File: src/rtl/early_dir_bus.sv
module early_dir_bus #(
  parameter int ADDR_W  = 16,
  parameter int CYC_LEN = 8,
  parameter int HI_SLOTS = 2,
  parameter int XFER_AT = 6,
  parameter int RD_LEAD = 5,
  parameter int WR_LEAD = 2
) (
  input  logic                clk,
  input  logic                rst_n,
  input  logic                cyc_req,
  input  logic                cyc_wr,
  input  logic [ADDR_W-1:0]   cyc_addr,
  input  logic [ADDR_W/2-1:0] rd_in,
  output logic [ADDR_W/2-1:0] bus_ad,
  output logic                hi_stb,
  output logic                rd_line,
  output logic                wr_line,
  output logic                xfer_pulse,
  output logic [ADDR_W/2-1:0] rd_data
);
  localparam int HALF_W = ADDR_W / 2;
  localparam int CNT_W  = $clog2(CYC_LEN);
  localparam logic [CNT_W-1:0] LAST_C  = CNT_W'(CYC_LEN - 1);
  localparam logic [CNT_W-1:0] XFER_C  = CNT_W'(XFER_AT);
  localparam logic [CNT_W-1:0] HI_C    = CNT_W'(HI_SLOTS);
  localparam logic [CNT_W-1:0] STB_C   = CNT_W'(HI_SLOTS - 1);
  localparam logic [CNT_W-1:0] RD_ON_C = CNT_W'(XFER_AT - RD_LEAD);
  localparam logic [CNT_W-1:0] WR_ON_C = CNT_W'(XFER_AT - WR_LEAD);

  logic              active;
  logic [CNT_W-1:0]  cnt;
  logic              wr_q;
  logic [HALF_W-1:0] hi_q;
  logic [HALF_W-1:0] lo_q;

  always_ff @(posedge clk or negedge rst_n) begin
    if (!rst_n) begin
      active  <= 1'b0;
      cnt     <= '0;
      wr_q    <= 1'b0;
      hi_q    <= '0;
      lo_q    <= '0;
      rd_data <= '0;
    end else if (!active) begin
      if (cyc_req) begin
        active <= 1'b1;
        cnt    <= '0;
        wr_q   <= cyc_wr;
        hi_q   <= cyc_addr[ADDR_W-1:HALF_W];
        lo_q   <= cyc_addr[HALF_W-1:0];
      end
    end else begin
      if (cnt == LAST_C) begin
        active <= 1'b0;
        cnt    <= '0;
      end else begin
        cnt <= cnt + 1'b1;
      end
      if (cnt == XFER_C && !wr_q)
        rd_data <= rd_in;
    end
  end

  assign bus_ad     = (active && cnt < HI_C) ? hi_q : lo_q;
  assign hi_stb     = active && cnt == STB_C;
  assign xfer_pulse = active && cnt == XFER_C;
  assign rd_line    = active && !wr_q && cnt >= RD_ON_C;
  assign wr_line    = active &&  wr_q && cnt >= WR_ON_C;
endmodule

File: config.mk
export PLATFORM = sky130hd
export DESIGN_NAME = early_dir_bus
export DESIGN_NICKNAME = d
export VERILOG_FILES = /design/src/rtl/early_dir_bus.sv
export SDC_FILE = /design/constraint.sdc
export NUM_CORES = 1
export LEC_CHECK = 0
export BUFFER_PORTS_ARGS = -buffer_cell sky130_fd_sc_hd__buf_2
export CAP_MARGIN = 20
export CORE_MARGIN = 2
export CORE_UTILIZATION = 43
export CTS_CLUSTER_DIAMETER = 40
export DETAILED_ROUTE_END_ITERATION = 8
export PLACE_DENSITY_LB_ADDON = 0.05
export SYNTH_ARGS = -nofsm -noshare
export SYNTH_HDL_FRONTEND = slang
export SYNTH_SLANG_ARGS = --single-unit
File: constraint.sdc
create_clock -name clk -period 1.7 [get_ports clk]
set_clock_uncertainty 0.2 [all_clocks]
set_input_delay 0.34 -clock clk [delete_from_list [all_inputs] [get_ports clk]]
set_output_delay 0.34 -clock clk [all_outputs]
set_load 0.02 [all_outputs]
### After elaboration in Yosys (flattened, before gate mapping)

Cells that the tools add are included.

| storage, ports and cells | value |
|---|---|
| input bits | 28 |
| register bits | 29 |
| bits in writable memories | 0 |
| logic and storage cells | 33 |
| output and inout port bits | 20 |
| latch bits | 0 |
| memory bits (read-only) | 0 |
| memories | 0 |

| cells by class | value |
|---|---|
| bitwise operators | 1 |
| divide/modulo/power cells | 0 |
| shifts and indexed selects | 0 |
| reduce and logical (&&, ||, !) cells | 12 |
| order comparisons | 3 |
| equal/unequal tests | 3 |
| multiplexer cells | 7 |
| multipliers | 0 |
| add/sub/neg operators | 1 |

Operators with widths:

| operator | count |
|---|---|
| two-way mux 3 bit | 3 |
| logical AND 1 bit | 8 |
| two-way mux 8 bit | 1 |
| == test 3 bit, second input constant | 2 |
| AND reduction 2 bit | 2 |
| adder 3 x 1 -> 3 bit, second input constant | 1 |
| == test 3 x 1 -> 1 bit, second input constant | 1 |
| greater-or-equal comparator 3 x 1 -> 1 bit, second input constant | 1 |
| greater-or-equal comparator 3 bit, second input constant | 1 |
| less-than comparator 3 x 2 -> 1 bit, second input constant | 1 |
| two-way mux 1 bit | 3 |
| nonzero test 2 bit | 1 |
| zero test 1 bit | 1 |
| NOT 1 bit | 1 |

### Longest topological paths before layout

Gate-level depths: netlist of the first run.

| depth | value |
|---|---|
| word-level depth | 3 |
| gate-level depth with buffers | 4 |
| depth with buffers taken out | 4 |

### Worst setup path before layout of the first run

OpenSTA, ideal clock, no wires.

| timing path | value |
|---|---|
| path type | reg2out |
| start | register cnt[2] |
| end | output port bus_ad[0] |
| stages on the path, launching flop included | 4 |
| setup slack | -0.139 ns |
| data required time | 1.160 ns |
| path buffers | 1 |
| arrival time | 1.299 ns |
| path through | dfrtp_1 clkbuf_2 nor3b_4 mux2_2 |

| between the ends | value |
|---|---|
| word-level cells in the longest chain between the ends | 3 |

RTL lines:

| element | line | text |
|---|---|---|
| from (decl) | 32 | `logic [CNT_W-1:0] cnt;` |
| from (signal assigned) | 58 | `cnt <= cnt + 1'b1;` |
| less-than comparator 3 x 2 -> 1 bit | 65 | `assign bus_ad = (active && cnt < HI_C) ? hi_q : lo_q;` |
| logical AND 1 bit | 65 |  |
| two-way mux 8 bit | 65 |  |
| to (decl) | 15 | `output logic [ADDR_W/2-1:0] bus_ad,` |

No other way between the ends.

### Worst setup path after layout of the first run

| timing path | value |
|---|---|
| start | register cnt[2] |
| end | output port bus_ad[1] |

The elaborated chain is that of the path after synthesis.

==> results of run 1 <==
cell usage in the layout, fill, tap and decap left out, drive strengths merged:
cell type	netlist	layout
nor3b	3	3
nand2	2	2
clkinvlp	0	1
nor2b	1	1
nand4b	1	1
dlygate4sd3	0	1
o31ai	1	1
mux2	33	33
nor2	2	2
nor4	1	1
a21oi	1	1
buf	2	56
or2b	1	1
inv	2	2
and3	2	2
clkbuf	2	6
bufinv	0	1
o21ai	1	1
a21o	1	1
ha	4	4
nand2b	1	1
dfrtp	29	29
layout make-up:
| type | count | area, sq um | area share |
|---|---|---|---|
| well taps | 33 | 41.3 | 0.0221 |
| clock buffers | 6 | 51.3 | 0.0275 |
| clock inverters | 2 | 37.5 | 0.0201 |
| multi-input cells | 55 | 607 | 0.325 |
| repair buffers | 57 | 397 | 0.212 |
| inverters | 2 | 7.51 | 0.00402 |
| flip-flops and latches | 29 | 726 | 0.389 |
path summary, 6_finish.rpt:
path	end	slack, ps	depth (start not counted)
min in group asynchronous	cnt[0]$_DFFE_PN0P_	360	2
worst max-delay path	bus_ad[1]	-430	4
max in group asynchronous	lo_q[1]$_DFFE_PN0P_	520	2
worst max register to register	lo_q[4]$_DFFE_PN0P_	80	4
worst min register to register	lo_q[3]$_DFFE_PN0P_	310	1
worst min-delay path	cnt[1]$_DFFE_PN0P_	40	2
stage by stage:
stage	TNS, ps	power, mW	utilization	setup slack, ps	cells
detailed placement	-821	3.18	0.548	-103	173
finish	-4510	4.23	0.627	-426	184
global placement	-735	3.14	0.548	-90.2	173
global route	-5270	4.50	0.627	-484	184
CTS	-4680	4.24	0.621	-449	183
floorplan	-965	2.55	-	-121	90
timing repair:
action / in CTS / in global routing
pin swaps: 1 / 1
endpoints found under the setup margin: 12 / 20
endpoints found under the hold margin: 29 / 0
setup buffers: 1 / 1
resized for setup: 33 / 3
hold buffers: 1 / 0
cell families (layout without fill, tap and decap cells):
family                   Yosys count  count (layout)  share of synthesized area
adder cells (fa/ha/maj)            4               4                     0.0382
AO/OA/AOI/OAI                      4               4                     0.0191
AND/OR/NAND/NOR                   14              14                     0.0802
flip-flops                        29              29                      0.554
buffers and inverters              6              67                     0.0248
multiplexers                      33              33                      0.284
power by group through the flow:
stage | logic, mW | clock network [mW] | registers (mW)
6_report | 2.38 | 0.589 | 1.26
5_1_grt | 2.56 | 0.641 | 1.30
4_1_cts | 2.36 | 0.610 | 1.26
3_5_place_dp | 1.92 | 0 | 1.26
3_3_place_gp | 1.89 | 0 | 1.24
2_1_floorplan | 1.21 | 0 | 1.35
sequential cells by signal, summed over array words and instances (netlist names):
| signal | count |
|---|---|
| active | 1 |
| wr_q | 1 |
| hi_q | 8 |
| cnt | 3 |
| rd_data | 8 |
| lo_q | 8 |
layer usage:
| layer | part of all wire | up-vias | routed length, um |
|---|---|---|---|
| li1 | - | 439 | - |
| met1 | 0.43 | 451 | 1060 |
| met2 | 0.50 | 24 | 1230 |
| met3 | 0.050 | 5 | 123 |
| met4 | 0.016 | 0 | 40 |
| met5 | 0 | - | 0 |
==> metrics.csv, run 1 <==
stage,metric,value,unit
worst_setup_path,crit_path_top_delay_cell,dfrtp_1,
yosys,synth.most_common_cell,mux2_2,
power,p_clk_frac,0.139,
clocking,cts_buffers,5,
clocking,h-tree-depth,2,
timing,rsz0062_at_grt,true,
timing,finalMaxSlewViolations,0,
yosys,synth_area_leader_cell,dfrtp_1,
power,seq_power_share,0.298,
detailed_routing,wl_per_cell,13.3,um
yosys,netlist_instances,90,
detailed_routing,drt-pass1-iter-count,4,
timing,hold_viol,0,
worst_setup_path,crit_chain,"nor3b_4, buf_12, mux2_4, buf_6",
final_layout,area_growth,42.5,%
final_layout,nets,182,
timing,fmax,0.470,GHz
outcome,status,finished with violations,
global_routing,grt_max_degree,30,
timing,finalCritPeriodShare,1.25,
yosys,seq_area_frac_synth,0.554,
worst_setup_path,required,1160,ps
clocking,tritoncts,done,
worst_setup_path,cp-start-kind,register,
worst_setup_path,critPathKind,reg2out,
floorplanning,die_width,59.2,um
detailed_routing,drtAntennaViolNets,0,
outcome,violations,setup timing,
worst_setup_path,cp-startpoint,cnt[2]$_DFFE_PN0P_,
detailed_routing,finalWirelength,2450,um
floorplanning,die-area,0.00350,sq mm
yosys,synthFlopType,dfrtp_1,
power,irDropWorstVdd,0.00105,V
power,intPower,2.75,mW
yosys,ys_ff_latch,29,
global_routing,grt_use_met1,0.193,
power,swShare,0.350,
final_layout,antenna_cells,0,
timing,fin_crit,2130,ps
worst_setup_path,critPathMaxStageDelay,420,ps
power,powerDensity,2270,mW/mm^2
run,cap_viol_max_count,0,
global_routing,first_global_vias,931,
floorplanning,core_area,0.00298,sq mm
power,p_switching,1.48,mW
hold_path,min_from,cyc_req,
worst_setup_path,cp_max_fo,8,
timing,setup_slack,-426,ps
global_routing,gr-usage-met3,0.0459,
detailed_routing,initialDrtViolationCount,22,
detailed_routing,drc,0,
placement,placed_cell_area,0.00163,sq mm
worst_setup_path,reg2reg_from,active$_DFF_PN0_,
floorplanning,die_y,59.2,um
power,pwr-share-comb,0.563,
floorplanning,start_util,0.440,
timing,timing.slew.headroom,0.581,
clocking,cts.clk_slew.worst_paths,100,ps
yosys,synth_commonest_cells,"33 x mux2_2, 29 x dfrtp_1, 4 x ha_1",
placement,gp_congestion,0.629,
yosys,syn_nets,122,
global_routing,grt_overflow,0,
floorplanning,io_pins,48,
yosys,synth_warnings,0,
placement,io_buffers,47,
placement,place_hpwl,1750,um
yosys,synth.avg_cell_area,14.6,sq um
final_layout,layout-drive-gt1-share,0.702,
detailed_routing,dr_total_vias,919,
yosys,syn_area,0.00131,sq mm
clocking,clockBufferDepth,2,
timing,setup-violations-final,12,
global_routing,grt.met2_usage,0.248,
yosys,synth_top_area_frac,0.554,
clocking,clock_latency,320,ps
timing,tightest_slew,629,ps
global_routing,antenna_found_initial,0,
yosys,synth_cell_type_count,22,
worst_setup_path,arrival,1590,ps
global_routing,grt_pass1_wl,4010,um
timing,holdWs,38.2,ps
global_routing,busiest_layer,met2,
floorplanning,rows,20,
power,leakagePower,0.924,nW
hold_path,hold_path.class,in2reg,
final_layout,design_area,0.00187,sq mm
final_layout,fill_cells,242,
worst_setup_path,end_kind,output port,
yosys,synthArstFlopShare,1.00,
global_routing,track_usage,0.158,
yosys,synth_edf_count,0,
yosys,synth.area.top_cells,"dfrtp_1 55%, mux2_2 28%, ha_1 3.8%",
clocking,cts_sinks,29,
worst_setup_path,path_buf_inv,2,
detailed_routing,viasPerCell,4.99,
worst_setup_path,cp_top_family,flip-flops,
clocking,root_buffer,clkbuf_4,
(Power assumes the default switching activity.)
==> run 2, diff against run 1 <==
Settings changed: CORE_MARGIN 2 to not set.
==> metrics.csv, run 2 (synthesized netlist as in run 1, its figures left out) <==
stage,metric,value,unit,change
floorplanning,core_area,0.00283,sq mm,-5.0%
outcome,status,finished with violations,,
detailed_routing,drtAntennaViolNets,0,,unchanged
placement,io_buffers,47,,unchanged
run,cap_viol_max_count,0,,unchanged
worst_setup_path,path_buf_inv,5,,+3
floorplanning,die_width,57.2,um,-3.4%
timing,finalCritPeriodShare,1.26,,+0.0106
worst_setup_path,required,1160,ps,about the same
detailed_routing,initialDrtViolationCount,30,,+36%
clocking,root_buffer,clkbuf_4,,
floorplanning,start_util,0.463,,+0.0232
global_routing,first_global_vias,957,,+2.8%
hold_path,hold_path.class,in2reg,,
floorplanning,io_pins,48,,unchanged
worst_setup_path,reg2reg_depth,6,,+2
worst_setup_path,worst_path_most_repeated_cell,buf_6,,
worst_setup_path,arrival,1600,ps,about the same
final_layout,antenna_cells,0,,unchanged
floorplanning,rows,19,,-5.0%
timing,timing.slew.headroom,0.590,,+0.00989
final_layout,fill_cells,217,,-10%
worst_setup_path,cp-startpoint,cnt[1]$_DFFE_PN0P_,,
final_layout,final_common_cell,buf_2,,
placement,gp_congestion,0.715,,+14%
global_routing,grt_max_degree,30,,unchanged
worst_setup_path,worstSetupEndpoint,hi_stb,,
worst_setup_path,critical_path_depth,8,,+4
global_routing,grt_pass1_wl,4160,um,+3.8%
floorplanning,die-area,0.00327,sq mm,-6.6%
detailed_routing,finalWirelength,2680,um,+9.5%
worst_setup_path,cp_top_family,buffers and inverters,,
worst_setup_path,end_kind,output port,,
power,swShare,0.354,,+0.00377
worst_setup_path,critPathMaxStageDelay,410,ps,about the same
worst_setup_path,critPathKind,reg2out,,
worst_setup_path,cp-start-kind,register,,
global_routing,track_usage,0.176,,+0.0189
clocking,cts_sinks,29,,unchanged
power,intPower,2.96,mW,+7.7%
final_layout,final_cell_mix,"35 x buf_2, 28 x dfrtp_1, 21 x mux2_2",,
outcome,violations,"DRC, setup timing",,
timing,fmax,0.466,GHz,-0.84%
final_layout,area_growth,52.0,%,
power,leakagePower,0.977,nW,+5.8%
floorplanning,die_y,57.2,um,-3.4%
timing,hold_viol,0,,unchanged
power,p_clk_frac,0.130,,-0.009
power,p_switching,1.62,mW,+9.5%
worst_setup_path,cp_max_fo,4,,-4
global_routing,antenna_found_initial,0,,unchanged
power,irDropWorstVdd,0.00138,V,+31%
power,finalPower,4.58,mW,+8.3%
timing,holdWs,33.8,ps,-4.40 ps
global_routing,grt_overflow,0,,unchanged
clocking,tritoncts,done,,
worst_setup_path,crit_path_top_delay_cell,dfrtp_1,,
power,seq_power_share,0.279,,-0.019
final_layout,reg_top3,"hi_q (8), lo_q (8), rd_data (8)",,
placement,place_hpwl,1690,um,-3.6%
timing,rsz0062_at_grt,true,,
clocking,h-tree-depth,2,,unchanged
worst_setup_path,crit_chain,"buf_4, buf_6, inv_4, ha_4, buf_6, nand2_2, nor2_2, buf_6",,
timing,tightest_slew,614,ps,-14.8 ps
clocking,clock_latency,320,ps,about the same
power,pwr-share-comb,0.592,,+0.029
final_layout,layout-drive-gt1-share,0.735,,+0.0335
final_layout,nets,186,,+2.2%
clocking,clockBufferDepth,2,,unchanged
detailed_routing,drc,6,,+6
timing,setup_slack,-444,ps,-18.1 ps
worst_setup_path,rrSetupSlack,-100,ps,-180 ps
clocking,cts.clk_slew.worst_paths,100,ps,about the same
worst_setup_path,timing.rr.end,rd_data[5]$_DFFE_PN0P_,,
detailed_routing,wl_per_cell,14.4,um,+8.3%
clocking,cts_buffers,5,,unchanged
timing,fin_crit,2140,ps,+18.1 ps
detailed_routing,drt-pass1-iter-count,6,,+2
timing,setup-violations-final,20,,+8
power,powerDensity,2300,mW/mm^2,+1.6%
detailed_routing,dr_total_vias,947,,+3.0%
worst_setup_path,reg2reg_from,cnt[1]$_DFFE_PN0P_,,
timing,finalMaxSlewViolations,0,,unchanged
detailed_routing,viasPerCell,5.09,,+1.9%
-- run 2: repair_timing --
action | in CTS | in global routing
gates resized for setup | 40 | 13
hold buffers | 1 | 0
endpoints found under the setup margin | 12 | 14
buffers inserted | 1 | 4
gates cloned | 0 | 0
pin swaps | 2 | 2
hold endpoints to repair | 29 | 0
-- run 2: layer usage --
| layer | vias up | GRT usage | routed length (um) |
|---|---|---|---|
| met5 | - | 0 | 0 |
| met4 | 0 | 0.0732 | 54 |
| met3 | 6 | 0.0771 | 173 |
| met2 | 37 | 0.286 | 1270 |
| met1 | 460 | 0.206 | 1180 |
| li1 | 444 | - | - |
-- run 2: power by group through the flow --
| stage | Clock, mW | Combinational (mW) | Sequential [mW] |
|---|---|---|---|
| 6_report | 0.595 | 2.71 | 1.28 |
| 3_3_place_gp | 0 | 1.92 | 1.23 |
| 5_1_grt | 0.659 | 2.87 | 1.33 |
| 2_1_floorplan | 0 | 1.21 | 1.35 |
| 4_1_cts | 0.622 | 2.44 | 1.26 |
| 3_5_place_dp | 0 | 1.95 | 1.26 |
-- run 2: worst reg2reg max path: stages (launching register included) --
cell	delay, ps
dfrtp_1	410
buf_4	140
buf_6	120
buf_4	140
ha_4	160
nand4b_4	170
mux2_2	350
-- run 2: how the worst min path moves through the flow --
stage	from	endpoint	slack [ps]	cells after the start
2_1_floorplan	rst_n	active$_DFF_PN0_	-160	0
3_3_place_gp	rst_n	wr_q$_DFFE_PN0P_	190	1
3_5_place_dp	rst_n	cnt[2]$_DFFE_PN0P_	200	1
4_1_cts	cyc_addr[6]	lo_q[6]$_DFFE_PN0P_	10	2
5_1_grt	cyc_addr[7]	lo_q[7]$_DFFE_PN0P_	-0.9	2
6_report	cyc_addr[12]	hi_q[4]$_DFFE_PN0P_	30	2
-- run 2: stage by stage --
stage / setup slack [ps] / TNS [ps] / utilization / instances / cell area (sq um)
floorplan: -121 / -965 / - / 90 / 1320
global placement: -81.3 / -702 / 0.583 / 172 / 1650
detailed placement: -102 / -851 / 0.583 / 172 / 1650
CTS: -469 / -4700 / 0.669 / 182 / 1890
global route: -521 / -6520 / 0.704 / 186 / 1990
finish: -444 / -5430 / 0.704 / 186 / 1990
-- run 2: cell type report --
cell class,count,area [sq um],area share
Clock inverter,2,37.5,0.0189
Sequential cell,29,727,0.365
Tap cell,31,38.8,0.0195
Timing Repair Buffer,61,467,0.234
Multi-Input combinational cell,55,659,0.331
Clock buffer,6,51.3,0.0258
Inverter,2,10.0,0.00503
==> run 3, diff against run 2 <==
Settings changed: ABC_AREA set to 0, MAX_ROUTING_LAYER set to met4.
==> metrics.csv, run 3 (synthesized netlist as in run 1, its figures left out) <==
stage,metric,value,unit,change
timing,setup_slack,-444,ps,+0.246 ps
placement,gp_congestion,0.724,,+1.2%
timing,setup_tns,-5420,ps,+4.60 ps
timing,rsz0062_at_grt,true,,
detailed_routing,dr_total_vias,946,,-0.11%
timing,fmax,0.466,GHz,about the same
detailed_routing,drc,6,,unchanged
placement,placed_cell_area,0.00165,sq mm,unchanged
timing,timing.slew.headroom,0.590,,unchanged
detailed_routing,viasPerCell,5.09,,-0.11%
clocking,cts_sinks,29,,unchanged
clocking,clockBufferDepth,2,,unchanged
final_layout,nets,186,,unchanged
final_layout,design_area,0.00199,sq mm,unchanged
final_layout,antenna_cells,0,,unchanged
power,irDropWorstVdd,0.00138,V,about the same
worst_setup_path,rrSetupSlack,-100,ps,about the same
worst_setup_path,arrival,1600,ps,about the same
worst_setup_path,crit_chain,"buf_4, buf_6, inv_4, ha_4, buf_6, nand2_2, nor2_2, buf_6",,
worst_setup_path,worstSetupEndpoint,hi_stb,,
worst_setup_path,critPathKind,reg2out,,
final_layout,area_growth,52.0,%,unchanged
clocking,cts.clk_slew.worst_paths,100,ps,about the same
hold_path,hold_path.class,in2reg,,
worst_setup_path,reg2reg_depth,6,,unchanged
final_layout,final_cell_mix,"35 x buf_2, 28 x dfrtp_1, 21 x mux2_2",,
worst_setup_path,cp-start-kind,register,,
detailed_routing,drt-pass1-iter-count,6,,unchanged
timing,finalCritPeriodShare,1.26,,about the same
final_layout,layout-drive-gt1-share,0.735,,unchanged
floorplanning,die_width,57.2,um,unchanged
worst_setup_path,timing.rr.end,rd_data[5]$_DFFE_PN0P_,,
clocking,tritoncts,done,,
floorplanning,io_pins,48,,unchanged
worst_setup_path,reg2reg_from,cnt[1]$_DFFE_PN0P_,,
global_routing,grt_overflow,0,,unchanged
global_routing,grt_pass1_wl,4160,um,unchanged
global_routing,track_usage,0.182,,+0.00558
global_routing,antenna_found_initial,0,,unchanged
worst_setup_path,crit_path_top_delay_cell,dfrtp_1,,
worst_setup_path,cp_max_fo,4,,unchanged
final_layout,final_core_util,0.704,,unchanged
floorplanning,die-area,0.00327,sq mm,unchanged
clocking,root_buffer,clkbuf_4,,
global_routing,grt_max_degree,30,,unchanged
floorplanning,die_y,57.2,um,unchanged
detailed_routing,finalWirelength,2690,um,+0.22%
timing,setup-violations-final,20,,unchanged
final_layout,fin_cells,186,,unchanged
placement,io_buffers,47,,unchanged
power,powerDensity,2300,mW/mm^2,about the same
timing,tightest_slew,614,ps,unchanged
clocking,h-tree-depth,2,,unchanged
global_routing,first_global_vias,957,,unchanged
placement,numPlacedInstances,172,,unchanged
clocking,cts_buffers,5,,unchanged
worst_setup_path,cp-startpoint,cnt[1]$_DFFE_PN0P_,,
floorplanning,core_area,0.00283,sq mm,unchanged
detailed_routing,drtAntennaViolNets,0,,unchanged
final_layout,final_common_cell,buf_2,,
worst_setup_path,critPathMaxStageDelay,410,ps,about the same
outcome,status,finished with violations,,
final_layout,reg_top3,"hi_q (8), lo_q (8), rd_data (8)",,
floorplanning,start_util,0.463,,unchanged
clocking,clock_latency,320,ps,about the same
detailed_routing,initialDrtViolationCount,30,,unchanged
worst_setup_path,required,1160,ps,about the same
outcome,violations,"DRC, setup timing",,
floorplanning,rows,19,,unchanged
detailed_routing,wl_per_cell,14.5,um,+0.22%
power,leakagePower,0.977,nW,unchanged
timing,fin_crit,2140,ps,-0.246 ps
worst_setup_path,end_kind,output port,,
timing,hold_viol,0,,unchanged
worst_setup_path,worst_path_most_repeated_cell,buf_6,,
timing,finalMaxSlewViolations,0,,unchanged
run,cap_viol_max_count,0,,unchanged
placement,place_hpwl,1690,um,unchanged
[run 3: cell counts in the layout (fill, tap and decap cells not counted)]
No cell type changed its count.
[run 3: worst min path at each step]
| stage | start | endpoint | slack (ps) | cells after the start |
|---|---|---|---|---|
| global route | cyc_addr[7] | lo_q[7]$_DFFE_PN0P_ | -0.9 | 2 |
| global placement | rst_n | wr_q$_DFFE_PN0P_ | 190 | 1 |
| floorplan | rst_n | active$_DFF_PN0_ | -160 | 0 |
| detailed placement | rst_n | cnt[2]$_DFFE_PN0P_ | 200 | 1 |
| CTS | cyc_addr[6] | lo_q[6]$_DFFE_PN0P_ | 10 | 2 |
| finish | cyc_addr[12] | hi_q[4]$_DFFE_PN0P_ | 30 | 2 |
[run 3: power by group]
group / internal [mW] / leakage [nW] / total [mW] / switching, mW
sequential: 1.05 / 0.341 / 1.28 / 0.228
clock: 0.349 / 0.0445 / 0.595 / 0.245
combinational: 1.56 / 0.591 / 2.71 / 1.15
total: 2.96 / 0.977 / 4.58 / 1.62
[run 3: final cells by class]
type / instances / area [sq um]
clock inverters: 2 / 37.5
fillers: 217 / 838
repair buffers: 61 / 467
clock buffers: 6 / 51.3
flip-flops and latches: 29 / 727
multi-input cells: 55 / 659
well taps: 31 / 38.8
inverters: 2 / 10.0
[run 3: per-stage QoR]
step                      hold slack [ps]  power, mW  setup WS, ps
after floorplan                      -156       2.55          -121
after detailed placement              198       3.21          -102
final                                33.8       4.58          -444
after CTS                            10.4       4.33          -469
after global routing               -0.861       4.86          -521
after global placement                194       3.15         -81.3
[run 3: metal layers]
metal  up-vias  part of all wire  track usage
met4         0             0.020       0.0732
met2        37              0.47        0.286
met1       458              0.44        0.206
met3         6             0.064       0.0771
met5         -                 0            -
li1        445                 -            -
[run 3: repair_timing]
| action | CTS | global route |
|---|---|---|
| setup endpoints to repair | 12 | 14 |
| cloned | 0 | 0 |
| hold buffers | 1 | 0 |
| setup buffers | 1 | 4 |
| pin swaps | 2 | 2 |
| resized for setup | 40 | 13 |
| endpoints found under the hold margin | 29 | 0 |
[run 3: worst max-delay path: cells and delay by family (launching register included)]
family,cells,cell delay (ps)
fa+ha+maj,1,150
flops,1,410
buf+inv,5,560
simple gates,2,160
